## config.mk

```make
export PLATFORM = sky130hd
export DESIGN_NAME = ecc_accel_csr
export DESIGN_NICKNAME = d
export VERILOG_FILES = /design/src/rtl/ecc_csr_pkg.sv /design/src/rtl/ecc_csr_seq.sv /design/src/rtl/ecc_csr_irq.sv /design/src/rtl/ecc_csr_opwin.sv /design/src/rtl/ecc_accel_csr.sv
export SDC_FILE = /design/constraint.sdc
export NUM_CORES = 2
export LEC_CHECK = 0
export ABC_AREA = 1
export BUFFER_PORTS_ARGS = -buffer_cell sky130_fd_sc_hd__buf_2
export CORE_AREA = 2 2 627 629
export DETAILED_ROUTE_END_ITERATION = 8
export DIE_AREA = 0 0 629 631
export SLEW_MARGIN = 20
export SYNTH_ARGS = -nofsm -noshare
export SYNTH_HDL_FRONTEND = slang
export SYNTH_SLANG_ARGS = --single-unit
```

## constraint.sdc

```tcl
create_clock -name clk -period 2.8 [get_ports clk]
set_clock_uncertainty 0.2 [all_clocks]
set_input_delay 0.42 -clock clk [delete_from_list [all_inputs] [get_ports clk]]
set_output_delay 0.42 -clock clk [all_outputs]
set_load 0.02 [all_outputs]
```

## src/rtl/ecc_csr_pkg.sv

```systemverilog
package ecc_csr_pkg;

    typedef enum logic [1:0] {
        ST_IDLE   = 2'd0,
        ST_LAUNCH = 2'd1,
        ST_BUSY   = 2'd2,
        ST_REJECT = 2'd3
    } seq_state_t;

    localparam int OFS_RAW  = 'h00C;
    localparam int OFS_STAT = 'h010;
    localparam int OFS_ENA  = 'h014;
    localparam int OFS_CLR  = 'h018;
    localparam int OFS_CFG  = 'h01C;
    localparam int OFS_VER  = 'h0FC;

    localparam int B_GO     = 0;
    localparam int B_SRST   = 1;
    localparam int B_KEY    = 2;
    localparam int B_MODP   = 3;
    localparam int B_MODE   = 4;
    localparam int B_CTIME  = 8;
    localparam int B_VERIFY = 29;
    localparam int B_GREG   = 30;
    localparam int B_GMEM   = 31;

    function automatic logic mode_supported(input logic [3:0] m);
        unique case (m)
            4'd0, 4'd2, 4'd3, 4'd4, 4'd6, 4'd7,
            4'd8, 4'd9, 4'd10, 4'd11: return 1'b1;
            default:                   return 1'b0;
        endcase
    endfunction

    function automatic logic mode_modular(input logic [3:0] m);
        return (m >= 4'd8) && (m <= 4'd11);
    endfunction

endpackage

```

## src/rtl/ecc_csr_seq.sv

```systemverilog
module ecc_csr_seq
    import ecc_csr_pkg::*;
(
    input  logic       clk,
    input  logic       rst_n,
    input  logic       start_req,
    input  logic       soft_rst,
    input  logic [3:0] req_mode,
    input  logic       eng_done,
    input  logic       eng_verify,
    output logic       busy,
    output logic       eng_start,
    output logic       eng_abort,
    output logic       done_pulse,
    output logic       capture,
    output logic       verify_q
);

    seq_state_t state_q, state_d;

    always_comb begin
        state_d = state_q;
        if (soft_rst) begin
            state_d = ST_IDLE;
        end else begin
            unique case (state_q)
                ST_IDLE:   if (start_req) state_d = mode_supported(req_mode) ? ST_LAUNCH : ST_REJECT;
                ST_LAUNCH: state_d = ST_BUSY;
                ST_BUSY:   if (eng_done) state_d = ST_IDLE;
                ST_REJECT: state_d = ST_IDLE;
                default:   state_d = ST_IDLE;
            endcase
        end
    end

    always_ff @(posedge clk or negedge rst_n) begin
        if (!rst_n) state_q <= ST_IDLE;
        else        state_q <= state_d;
    end

    always_comb begin
        busy       = (state_q != ST_IDLE);
        eng_start  = 1'b0;
        done_pulse = 1'b0;
        capture    = 1'b0;
        unique case (state_q)
            ST_IDLE:   ;
            ST_LAUNCH: eng_start = 1'b1;
            ST_BUSY: begin
                capture    = eng_done && !soft_rst;
                done_pulse = eng_done && !soft_rst;
            end
            ST_REJECT: done_pulse = !soft_rst;
            default:   ;
        endcase
    end

    always_ff @(posedge clk or negedge rst_n) begin
        if (!rst_n) begin
            verify_q  <= 1'b0;
            eng_abort <= 1'b0;
        end else begin
            eng_abort <= soft_rst;
            if (soft_rst)                   verify_q <= 1'b0;
            else if (capture)               verify_q <= eng_verify;
            else if (state_q == ST_REJECT)  verify_q <= 1'b0;
        end
    end


    start_single_chk: assert property (@(posedge clk) disable iff (!rst_n)
        eng_start |=> !eng_start);


    reject_done_chk: assert property (@(posedge clk) disable iff (!rst_n)
        (state_q == ST_IDLE && start_req && !soft_rst && !mode_supported(req_mode))
        |=> (done_pulse && !eng_start));


    abort_idle_chk: assert property (@(posedge clk) disable iff (!rst_n)
        soft_rst |=> (!busy && eng_abort));

endmodule

```

## src/rtl/ecc_csr_irq.sv

```systemverilog
module ecc_csr_irq (
    input  logic clk,
    input  logic rst_n,
    input  logic done_pulse,
    input  logic ena_we,
    input  logic clr_we,
    input  logic wbit0,
    output logic raw_q,
    output logic ena_q,
    output logic irq
);

    always_ff @(posedge clk or negedge rst_n) begin
        if (!rst_n) begin
            raw_q <= 1'b0;
            ena_q <= 1'b0;
        end else begin
            if (ena_we) ena_q <= wbit0;
            if (done_pulse)           raw_q <= 1'b1;
            else if (clr_we && wbit0) raw_q <= 1'b0;
        end
    end

    assign irq = raw_q & ena_q;


    raw_set_chk: assert property (@(posedge clk) disable iff (!rst_n)
        done_pulse |=> raw_q);

endmodule

```

## src/rtl/ecc_csr_opwin.sv

```systemverilog
module ecc_csr_opwin #(
    parameter int DATA_W      = 32,
    parameter int WORDS       = 8,
    parameter int SHORT_WORDS = 6,
    parameter int NWIN        = 6,
    parameter int NIN         = 3,
    localparam int IDX_W      = $clog2(WORDS),
    localparam int SEL_W      = $clog2(NWIN),
    localparam int OP_W       = DATA_W * WORDS,
    localparam int SHORT_W    = DATA_W * SHORT_WORDS
) (
    input  logic              clk,
    input  logic              rst_n,
    input  logic              sw_we,
    input  logic              hit,
    input  logic [SEL_W-1:0]  sel,
    input  logic [IDX_W-1:0]  idx,
    input  logic [DATA_W-1:0] wdata,
    input  logic              busy,
    input  logic              key256,
    input  logic              capture,
    input  logic [OP_W-1:0]   res_x,
    input  logic [OP_W-1:0]   res_y,
    input  logic [OP_W-1:0]   res_z,
    output logic [OP_W-1:0]   op_k,
    output logic [OP_W-1:0]   op_x,
    output logic [OP_W-1:0]   op_y,
    output logic [DATA_W-1:0] rdata
);

    localparam logic [OP_W-1:0] SHORT_MASK = {{(OP_W-SHORT_W){1'b0}}, {SHORT_W{1'b1}}};

    logic [OP_W-1:0] win_flat [NWIN];
    logic [OP_W-1:0] res_all  [NWIN-NIN];
    logic [OP_W-1:0] keep_mask;

    assign res_all[0] = res_x;
    assign res_all[1] = res_y;
    assign res_all[2] = res_z;
    assign keep_mask  = key256 ? {OP_W{1'b1}} : SHORT_MASK;

    for (genvar w = 0; w < NWIN; w++) begin : g_win
        logic [OP_W-1:0] store;
        if (w < NIN) begin : g_in
            always_ff @(posedge clk or negedge rst_n) begin
                if (!rst_n)
                    store <= '0;
                else if (sw_we && hit && !busy && (sel == SEL_W'(w)))
                    store[idx*DATA_W +: DATA_W] <= wdata;
            end
        end else begin : g_res
            always_ff @(posedge clk or negedge rst_n) begin
                if (!rst_n)       store <= '0;
                else if (capture) store <= res_all[w-NIN] & keep_mask;
            end
        end
        assign win_flat[w] = store;
    end

    assign op_k = win_flat[0] & keep_mask;
    assign op_x = win_flat[1] & keep_mask;
    assign op_y = win_flat[2] & keep_mask;

    always_comb begin
        rdata = '0;
        if (hit && !busy) begin
            for (int w = 0; w < NWIN; w++) begin
                if (sel == SEL_W'(w)) rdata = win_flat[w][idx*DATA_W +: DATA_W];
            end
            if ((sel >= SEL_W'(NIN)) && !key256 && (idx >= IDX_W'(SHORT_WORDS)))
                rdata = '0;
        end
    end

    logic [3*OP_W-1:0] in_cat;
    assign in_cat = {win_flat[2], win_flat[1], win_flat[0]};


    busy_hold_chk: assert property (@(posedge clk) disable iff (!rst_n)
        busy |=> $stable(in_cat));

endmodule

```

## src/rtl/ecc_accel_csr.sv

```systemverilog
module ecc_accel_csr
    import ecc_csr_pkg::*;
#(
    parameter int ADDR_W      = 10,
    parameter int DATA_W      = 32,
    parameter int WIN_BYTES   = 32,
    parameter int SHORT_BYTES = 24,
    parameter int WIN_BASE    = 'h100,
    parameter int VER_INIT    = 37752928,
    localparam int NWIN       = 6,
    localparam int WORDS      = WIN_BYTES * 8 / DATA_W,
    localparam int OP_W       = WIN_BYTES * 8,
    localparam int IDX_W      = $clog2(WORDS),
    localparam int SEL_W      = $clog2(NWIN),
    localparam int WIN_SHIFT  = $clog2(WIN_BYTES),
    localparam int WORD_SHIFT = $clog2(DATA_W / 8)
) (
    input  logic              clk,
    input  logic              rst_n,
    input  logic [ADDR_W-1:0] reg_addr,
    input  logic              reg_we,
    input  logic [DATA_W-1:0] reg_wdata,
    output logic [DATA_W-1:0] reg_rdata,
    output logic              irq,
    output logic              eng_start,
    output logic              eng_abort,
    output logic [3:0]        eng_mode,
    output logic              eng_key256,
    output logic              eng_modp,
    output logic              eng_ctime,
    output logic              gate_reg_on,
    output logic              gate_mem_on,
    output logic [OP_W-1:0]   eng_k,
    output logic [OP_W-1:0]   eng_px,
    output logic [OP_W-1:0]   eng_py,
    input  logic              eng_done,
    input  logic              eng_verify,
    input  logic [OP_W-1:0]   eng_rx,
    input  logic [OP_W-1:0]   eng_ry,
    input  logic [OP_W-1:0]   eng_rz
);

    localparam logic [ADDR_W-1:0] A_RAW  = ADDR_W'(OFS_RAW);
    localparam logic [ADDR_W-1:0] A_STAT = ADDR_W'(OFS_STAT);
    localparam logic [ADDR_W-1:0] A_ENA  = ADDR_W'(OFS_ENA);
    localparam logic [ADDR_W-1:0] A_CLR  = ADDR_W'(OFS_CLR);
    localparam logic [ADDR_W-1:0] A_CFG  = ADDR_W'(OFS_CFG);
    localparam logic [ADDR_W-1:0] A_VER  = ADDR_W'(OFS_VER);
    localparam logic [ADDR_W-1:0] A_WLO  = ADDR_W'(WIN_BASE);
    localparam logic [ADDR_W-1:0] A_WHI  = ADDR_W'(WIN_BASE + NWIN * WIN_BYTES);

    logic cfg_we, ena_we, clr_we, ver_we;
    assign cfg_we = reg_we && (reg_addr == A_CFG);
    assign ena_we = reg_we && (reg_addr == A_ENA);
    assign clr_we = reg_we && (reg_addr == A_CLR);
    assign ver_we = reg_we && (reg_addr == A_VER);

    logic              win_hit;
    logic [ADDR_W-1:0] win_off;
    logic [SEL_W-1:0]  win_sel;
    logic [IDX_W-1:0]  win_idx;
    assign win_hit = (reg_addr >= A_WLO) && (reg_addr < A_WHI);
    assign win_off = reg_addr - A_WLO;
    assign win_sel = win_off[WIN_SHIFT +: SEL_W];
    assign win_idx = win_off[WORD_SHIFT +: IDX_W];

    logic busy, done_pulse, capture, verify_q;

    ecc_csr_seq u_seq (
        .clk        (clk),
        .rst_n      (rst_n),
        .start_req  (cfg_we && reg_wdata[B_GO]),
        .soft_rst   (cfg_we && reg_wdata[B_SRST]),
        .req_mode   (reg_wdata[B_MODE +: 4]),
        .eng_done   (eng_done),
        .eng_verify (eng_verify),
        .busy       (busy),
        .eng_start  (eng_start),
        .eng_abort  (eng_abort),
        .done_pulse (done_pulse),
        .capture    (capture),
        .verify_q   (verify_q)
    );

    logic raw_q, ena_q;

    ecc_csr_irq u_irq (
        .clk        (clk),
        .rst_n      (rst_n),
        .done_pulse (done_pulse),
        .ena_we     (ena_we),
        .clr_we     (clr_we),
        .wbit0      (reg_wdata[0]),
        .raw_q      (raw_q),
        .ena_q      (ena_q),
        .irq        (irq)
    );

    logic [DATA_W-1:0] win_rdata;

    ecc_csr_opwin #(
        .DATA_W      (DATA_W),
        .WORDS       (WORDS),
        .SHORT_WORDS (SHORT_BYTES * 8 / DATA_W),
        .NWIN        (NWIN),
        .NIN         (3)
    ) u_win (
        .clk     (clk),
        .rst_n   (rst_n),
        .sw_we   (reg_we),
        .hit     (win_hit),
        .sel     (win_sel),
        .idx     (win_idx),
        .wdata   (reg_wdata),
        .busy    (busy),
        .key256  (eng_key256),
        .capture (capture),
        .res_x   (eng_rx),
        .res_y   (eng_ry),
        .res_z   (eng_rz),
        .op_k    (eng_k),
        .op_x    (eng_px),
        .op_y    (eng_py),
        .rdata   (win_rdata)
    );

    logic [3:0]  mode_q;
    logic        key_q, modp_q, ctime_q, greg_q, gmem_q;
    logic [27:0] ver_q;

    always_ff @(posedge clk or negedge rst_n) begin
        if (!rst_n) begin
            mode_q  <= '0;
            key_q   <= 1'b0;
            modp_q  <= 1'b0;
            ctime_q <= 1'b0;
            greg_q  <= 1'b0;
            gmem_q  <= 1'b0;
            ver_q   <= 28'(VER_INIT);
        end else begin
            if (cfg_we) begin
                ctime_q <= reg_wdata[B_CTIME];
                greg_q  <= reg_wdata[B_GREG];
                gmem_q  <= reg_wdata[B_GMEM];
                if (!busy) begin
                    key_q  <= reg_wdata[B_KEY];
                    modp_q <= reg_wdata[B_MODP];
                    mode_q <= reg_wdata[B_MODE +: 4];
                end
            end
            if (ver_we) ver_q <= reg_wdata[27:0];
        end
    end

    assign eng_mode    = mode_q;
    assign eng_key256  = key_q;
    assign eng_modp    = modp_q && mode_modular(mode_q);
    assign eng_ctime   = ctime_q;
    assign gate_reg_on = greg_q;
    assign gate_mem_on = gmem_q;

    always_comb begin
        reg_rdata = '0;
        if (win_hit) begin
            reg_rdata = win_rdata;
        end else begin
            unique case (reg_addr)
                A_RAW:  reg_rdata[0] = raw_q;
                A_STAT: reg_rdata[0] = raw_q & ena_q;
                A_ENA:  reg_rdata[0] = ena_q;
                A_CFG: begin
                    reg_rdata[B_GO]         = busy;
                    reg_rdata[B_KEY]        = key_q;
                    reg_rdata[B_MODP]       = modp_q;
                    reg_rdata[B_MODE +: 4]  = mode_q;
                    reg_rdata[B_CTIME]      = ctime_q;
                    reg_rdata[B_VERIFY]     = verify_q;
                    reg_rdata[B_GREG]       = greg_q;
                    reg_rdata[B_GMEM]       = gmem_q;
                end
                A_VER:  reg_rdata[27:0] = ver_q;
                default: reg_rdata = '0;
            endcase
        end
    end


    spurious_done_chk: assert property (@(posedge clk) disable iff (!rst_n)
        (!busy && !raw_q && !clr_we) |=> !raw_q);


    modp_gate_chk: assert property (@(posedge clk) disable iff (!rst_n)
        eng_modp |-> (eng_mode >= 4'd8 && eng_mode <= 4'd11));

endmodule

```

## Yosys cells after proc, flatten, opt, wreduce, memory -nomap -nowiden

Memories as Yosys holds them, arrays and structs flattened.
Index checks and enable logic that the tools add are counted.
W data, S select, Z words.

- Register bits: 1,579
- Input port bits: 815
- Memories kept: 1
- Logic and storage cells: 122
- Bits in read-only memories: 16

Memory list:

| name | depth | width | read ports | clocked after memory_dff | write ports | RTL line | RTL |
|---|---|---|---|---|---|---|---|
| (name not given) | 16 | 1 | 1 | 0 | 0 | ecc_csr_pkg.sv:28 | `unique case (m)` |

- Bitwise operators: 8
- $add $sub $neg: 2
- Magnitude comparators: 6
- Mux-type cells: 34
- Eq/ne operators: 16
- Reductions and logical operators: 29
- Shift operators: 8

Operators with widths:

| kind | number |
|---|---|
| $and A256 B256 Y256 | 6 |
| $shiftx A256 B9 Y32 | 6 |
| $bwmux W256 | 3 |
| $mux W32 | 9 |
| $mux W256 | 1 |
| $shift A32 B34 Y256 const A | 1 |
| $shiftx A32 B34 Y256 | 1 |
| $eq A10 B5 Y1 const B | 4 |
| $neg A8 Y34 | 1 |
| $logic_and A1 B1 Y1 | 19 |
| $mux W19 | 1 |
| $pmux W7 S2 | 1 |
| $mux W1 | 11 |
| $eq A10 B4 Y1 const B | 1 |
| $eq A10 B8 Y1 const B | 1 |
| $ge A10 B9 Y1 const B | 1 |
| $lt A10 B9 Y1 const B | 1 |
| $mux W2 | 4 |
| $pmux W2 S4 | 1 |
| $sub A8 B1 Y8 const B | 1 |
| $eq A3 B2 Y1 const B | 2 |
| $eq A3 B3 Y1 const B | 2 |
| $pmux W1 S5 | 1 |
| $eq A2 B2 Y1 const B | 2 |
| other kinds (18) | 22 |

## Longest topological paths before layout

- Depth in word-level cells: 11
- Gate-level depth with buffers: 20

## Hierarchy

A second synthesis with hierarchy kept.

- Cells, all modules: 10,072
- Area, all modules: 80,648.6 um^2

Modules (own cells, without submodules):

| module | seq. area each (um^2) | area each (um^2) | times used | cells each |
|---|---|---|---|---|
| ecc_csr_opwin | 38,436.9 | 78,031.1 | 1 | 9,732 |
| ecc_accel_csr | 932.1 | 2,294.7 | 1 | 296 |
| ecc_csr_seq | 100.1 | 237.7 | 1 | 33 |
| ecc_csr_irq | 50.0 | 85.1 | 1 | 11 |

## Least setup slack after synthesis

Ideal clock, no wire load.

- Path kind: input port to flip-flop
- Start point: in reg_addr[2]
- End point: reg u_win.g_win[0].store[100]
- Stages on the path: 19
- Setup slack: -530 ps
- Arrival: 3,000 ps
- Path through: buf_2 inv_2 buf_2 buf_2 buf_2 buf_2 ha_1 ha_1 inv_1 nor2_2 inv_2 nor2_2 inv_2 buf_4 nor2_1 nand2_2 clkbuf_1 nand2_1 o21ai_0

- Cells in the longest elaborated chain, start to end: 5
- Elaborated cells on any way between the ends: 12
- Classes of those cells: add/sub (2); order compare (2); shift (2); mux (1); reduce/logical (5)

RTL lines:

| what | RTL line | RTL |
|---|---|---|
| from (decl) | ecc_accel_csr.sv:20 | `input logic [ADDR_W-1:0] reg_addr,` |
| branches (longest 5 deep; another with $neg A8 Y34) | n/a |  |
| to (signal, indexed assignment) | ecc_csr_opwin.sv:49 | `store[idx*DATA_W +: DATA_W] <= wdata;` |
| to (decl) | ecc_csr_opwin.sv:43 | `logic [OP_W-1:0] store;` |

Parallel ways; which one is timed is not known.
A chain may end at the register's enable or synchronous reset.

## Worst setup path in the final report

- Start point: reg u_win.g_win[2].store[238]
- End point: out reg_rdata[14]

- Cells in the longest elaborated chain, start to end: 8

RTL lines:

| what | RTL line | RTL |
|---|---|---|
| from (decl) | ecc_csr_opwin.sv:43 |  |
| from (signal, indexed assignment) | ecc_csr_opwin.sv:49 |  |
| $shiftx A256 B9 Y32 | ecc_csr_opwin.sv:68 | `if (sel == SEL_W'(w)) rdata = win_flat[w][idx*DATA_W +: DATA_W];` |
| $mux W32 (4 in series) | ecc_csr_opwin.sv:68 |  |
| $mux W32 | ecc_csr_opwin.sv:70 | `if ((sel >= SEL_W'(NIN)) && !key256 && (idx >= IDX_W'(SHORT_WORDS)))` |
| $mux W32 | ecc_csr_opwin.sv:66 | `if (hit && !busy) begin` |
| $mux W32 | ecc_accel_csr.sv:164 | `if (win_hit) begin` |
| to (decl) | ecc_accel_csr.sv:23 | `output logic [DATA_W-1:0] reg_rdata,` |

Every way passes these cells.

==> reports/qor.yml <==
job:
  cap_violations: 0
drt:
  firstDrtPassIters: 6
  post_drt_wl_per_cell_um: 31.3
  drtIter0Drc: 11700
  routed_wl_um: 583000
  via_per_inst: 4.80
  drc: 0
  vias: 89500
  detail-route-antenna-nets: 0
critical_path:
  path_cells: "inv_2, o211ai_1, nand3_1, o2111ai_2, nand2_2, nand2_2, nand2_2, nand2_2, buf_6"
  critPathMaxStageDelay_ps: 830
  cp_data_required_time_ps: 2180
  critPathCaptureType: "primary output"
  cpLargestDelayFamily: "compound AO/OA/AOI/OAI gates"
  crit_fanout: 2
  crit_top_cell: "nand2_2"
  worstSetupPathType: "reg2out"
  arrival_ps: 3120
  start_kind: "flop"
  critPathSlowestCell: "o211ai_1"
  cp_num_buf_inv: 2
yosys:
  mappedNetlistNets: 11400
  synthTopCellsByArea: "dfrtp_1 (49%), nand2_1 (19%), o21ai_0 (7.8%), buf_4 (5.5%), nand3_1 (3.3%)"
  yosysSeqAreaShare: 0.493
  synthMuxAreaShare: 0.00252
  synthAdderAreaFrac: 0.000781
  dominantRegCellSynth: "dfrtp_1"
  yosysTopAreaCellShare: 0.492
  synth_edf_count: 0
  synth_most_common_cell: "nand2_1"
  async_reset_ff_frac: 1.00
  synthCells: 10600
  ys_types: 50
  synth.cell_area_sq_um: 80100
  synthSimpleGateAreaFrac: 0.249
  synth-xor-area-share: 0
  synth_area_per_cell_sq_um: 7.57
  yosysTopAreaCell: "dfrtp_1"
  synth_compound_area_frac: 0.131
  yosysWarnings: 0
  synth_top_family_by_area: "simple AND/OR/NAND/NOR gates"
  synth.top_cells.by_count: "nand2_1 (3993), dfrtp_1 (1574), o21ai_0 (1243)"
  yosys_register_bits: 1579
timing:
  period_minus_slack_ps: 3740
  fmax_mhz: 267
  slew_headroom: 0.289
  final_max_slew_viol_count: 0
  final.setup.worst_slack_ps: -938
  worstMarginPinSlew_ps: 1060
  rsz0062_at_grt: "yes"
  hold_viol_final: 0
  finalSetupViolCount: 255
  setup_tns_ps: -104260
  hold_ws_ps: 75.9
  fin_crit_sh: 1.34
place:
  place_congestion: 1.05
  dp_hpwl_um: 460000
  io_buffers: 1626
  place_ws_ps: -1390
  dp_cells: 17300
clocking:
  clk_latency_ps: 870
  numCtsBuffers: 190
  clk_path_buf_depth: 4
  cts_max_level: 4
  cts_sinks: 1579
  cts_tree: "built"
  clock-root-buffer: "clkbuf_16"
  clkTransAtPathRegs_ps: 60
global_route:
  grt_usage: 0.278
  grt_pass1_vias: 84000
  grt_max_degree: 114
  antenna_found_initial: 126
  grt_pass1_wl_um: 758000
  grt_overflow_total: 0
pwr:
  p_leak_nw: 59.1
  peakVddDrop_v: 0.000548
  power_density_nw_per_um2: 499
  fin_total_pwr_mw: 59.6
floorplanning:
  dieArea_sq_um: 397000
  die_w_um: 629
  initial_core_util: 0.205
  ioPinCount: 1627
  rows: 230
  coreArea_sq_um: 391000
  die_h_um: 631
final_layout:
  area_growth_pct: 49.2
  nets: 14000
  drive_gt1_frac: 0.287
  instances_no_fill: 18600
run_status:
  violations: "setup timing"
  status: "finished, violations left"
worst_hold_path:
  min_path_type: "in2reg"
-- layout make-up --
| type | instances | area (sq um) |
|---|---|---|
| Inverter | 641 | 2530 |
| Antenna cell | 77 | 193 |
| Fill cell | 41500 | 271000 |
| Timing Repair Buffer | 3705 | 30900 |
| Clock inverter | 85 | 998 |
| Clock buffer | 256 | 5330 |
| Tap cell | 5220 | 6530 |
| Sequential cell | 1579 | 39600 |
| Multi-Input combinational cell | 7083 | 33500 |
-- worst register-to-register path: cells and delay by family (launching register included) --
kind	cells	cell delay [ps]
and+or+nand+nor	6	1180
buffers and inverters	6	910
DFF	1	410
AOI/OAI and AO/OA	1	70
-- cell families (layout without fill, tap and decap cells) --
family | after synthesis | after routing
AO/OA/AOI/OAI | 1984 | 1984
adder cells (fa/ha/maj) | 5 | 5
buffers and inverters | 1923 | 4687
flip-flops | 1579 | 1579
multiplexers | 18 | 18
other | 0 | 77
AND/OR/NAND/NOR | 5076 | 5076
-- path summary, 6_finish.rpt --
check	endpoint	cells after the start	from	slack [ps]
max	reg_rdata[14]	9	u_win.g_win[2].store[238]	-940
min reg2reg	u_win.g_win[3].store[129]	2	u_win.g_win[3].store[129]	280
min	u_win.g_win[5].store[16]	4	eng_rz[16]	80
max reg2reg	u_win.g_win[1].store[135]	13	u_seq.state_q[1]	-150
min in group asynchronous	u_win.g_win[5].store[121]	3	rst_n	340
max in group asynchronous	ver_q[6]	4	rst_n	1230
-- registers in the layout, summed over array words and instances (netlist names) --
register and cells:
eng_ctime 1, eng_key256 1, eng_mode 4, gate_mem_on 1
gate_reg_on 1, modp_q 1, u_irq.ena_q 1, u_irq.raw_q 1
u_seq.eng_abort 1, u_seq.state_q 2, u_seq.verify_q 1, u_win.g_win.store 1536
ver_q 28
-- timing repair --
item,4_1_cts,5_1_grt
pin swaps,111,135
endpoints found under the setup margin,305,439
resized for setup,593,721
hold buffers,824,0
hold endpoints to repair,1965,0
gates cloned,9,24
setup buffers,36,63
-- per-layer routing --
metal / vias to the layer above / part of all wire / GRT usage
met5: - / 0.00072 / 0.000121
met4: 62 / 0.069 / 0.161
met3: 1269 / 0.11 / 0.0913
met2: 5899 / 0.43 / 0.414
met1: 43600 / 0.39 / 0.352
li1: 38600 / - / -
-- cells in the final DEF (no fill, tap or decap), types with 20 or more instances in the layout --
master	instances
a21oi_1	310
nand2_1	3732
clkbuf_16	208
nor2_1	398
clkbuf_1	34
inv_1	511
dlygate4sd3_1	824
a22oi_1	22
o21ai_1	233
clkinv_2	35
buf_2	1445
buf_12	251
a21oi_2	36
clkbuf_8	32
inv_4	22
o211ai_1	69
nand3_2	30
nand3_1	488
nand2_4	113
buf_6	149
o21ai_0	1153
o22ai_1	40
inv_2	100
buf_16	20
dfrtp_2	34
buf_4	972
nor2_4	33
nand2_2	111
diode_2	77
nor3_1	72
nand2_8	42
dfrtp_1	1539
-- power by group --
part / internal [mW] / leakage (nW) / switching (mW)
clock: 14.7 / 3.10 / 11.4
combinational: 3.57 / 35.5 / 5.90
sequential: 23.5 / 20.6 / 0.561
total: 41.8 / 59.1 / 17.8
-- per-stage QoR --
step,instance area [sq um],utilization
after floorplan,80500,-
after global placement,99500,0.255
after detailed placement,99500,0.255
after CTS,116000,0.298
after global routing,119000,0.305
final,120000,0.306
Power figures use the tool's default switching activity.
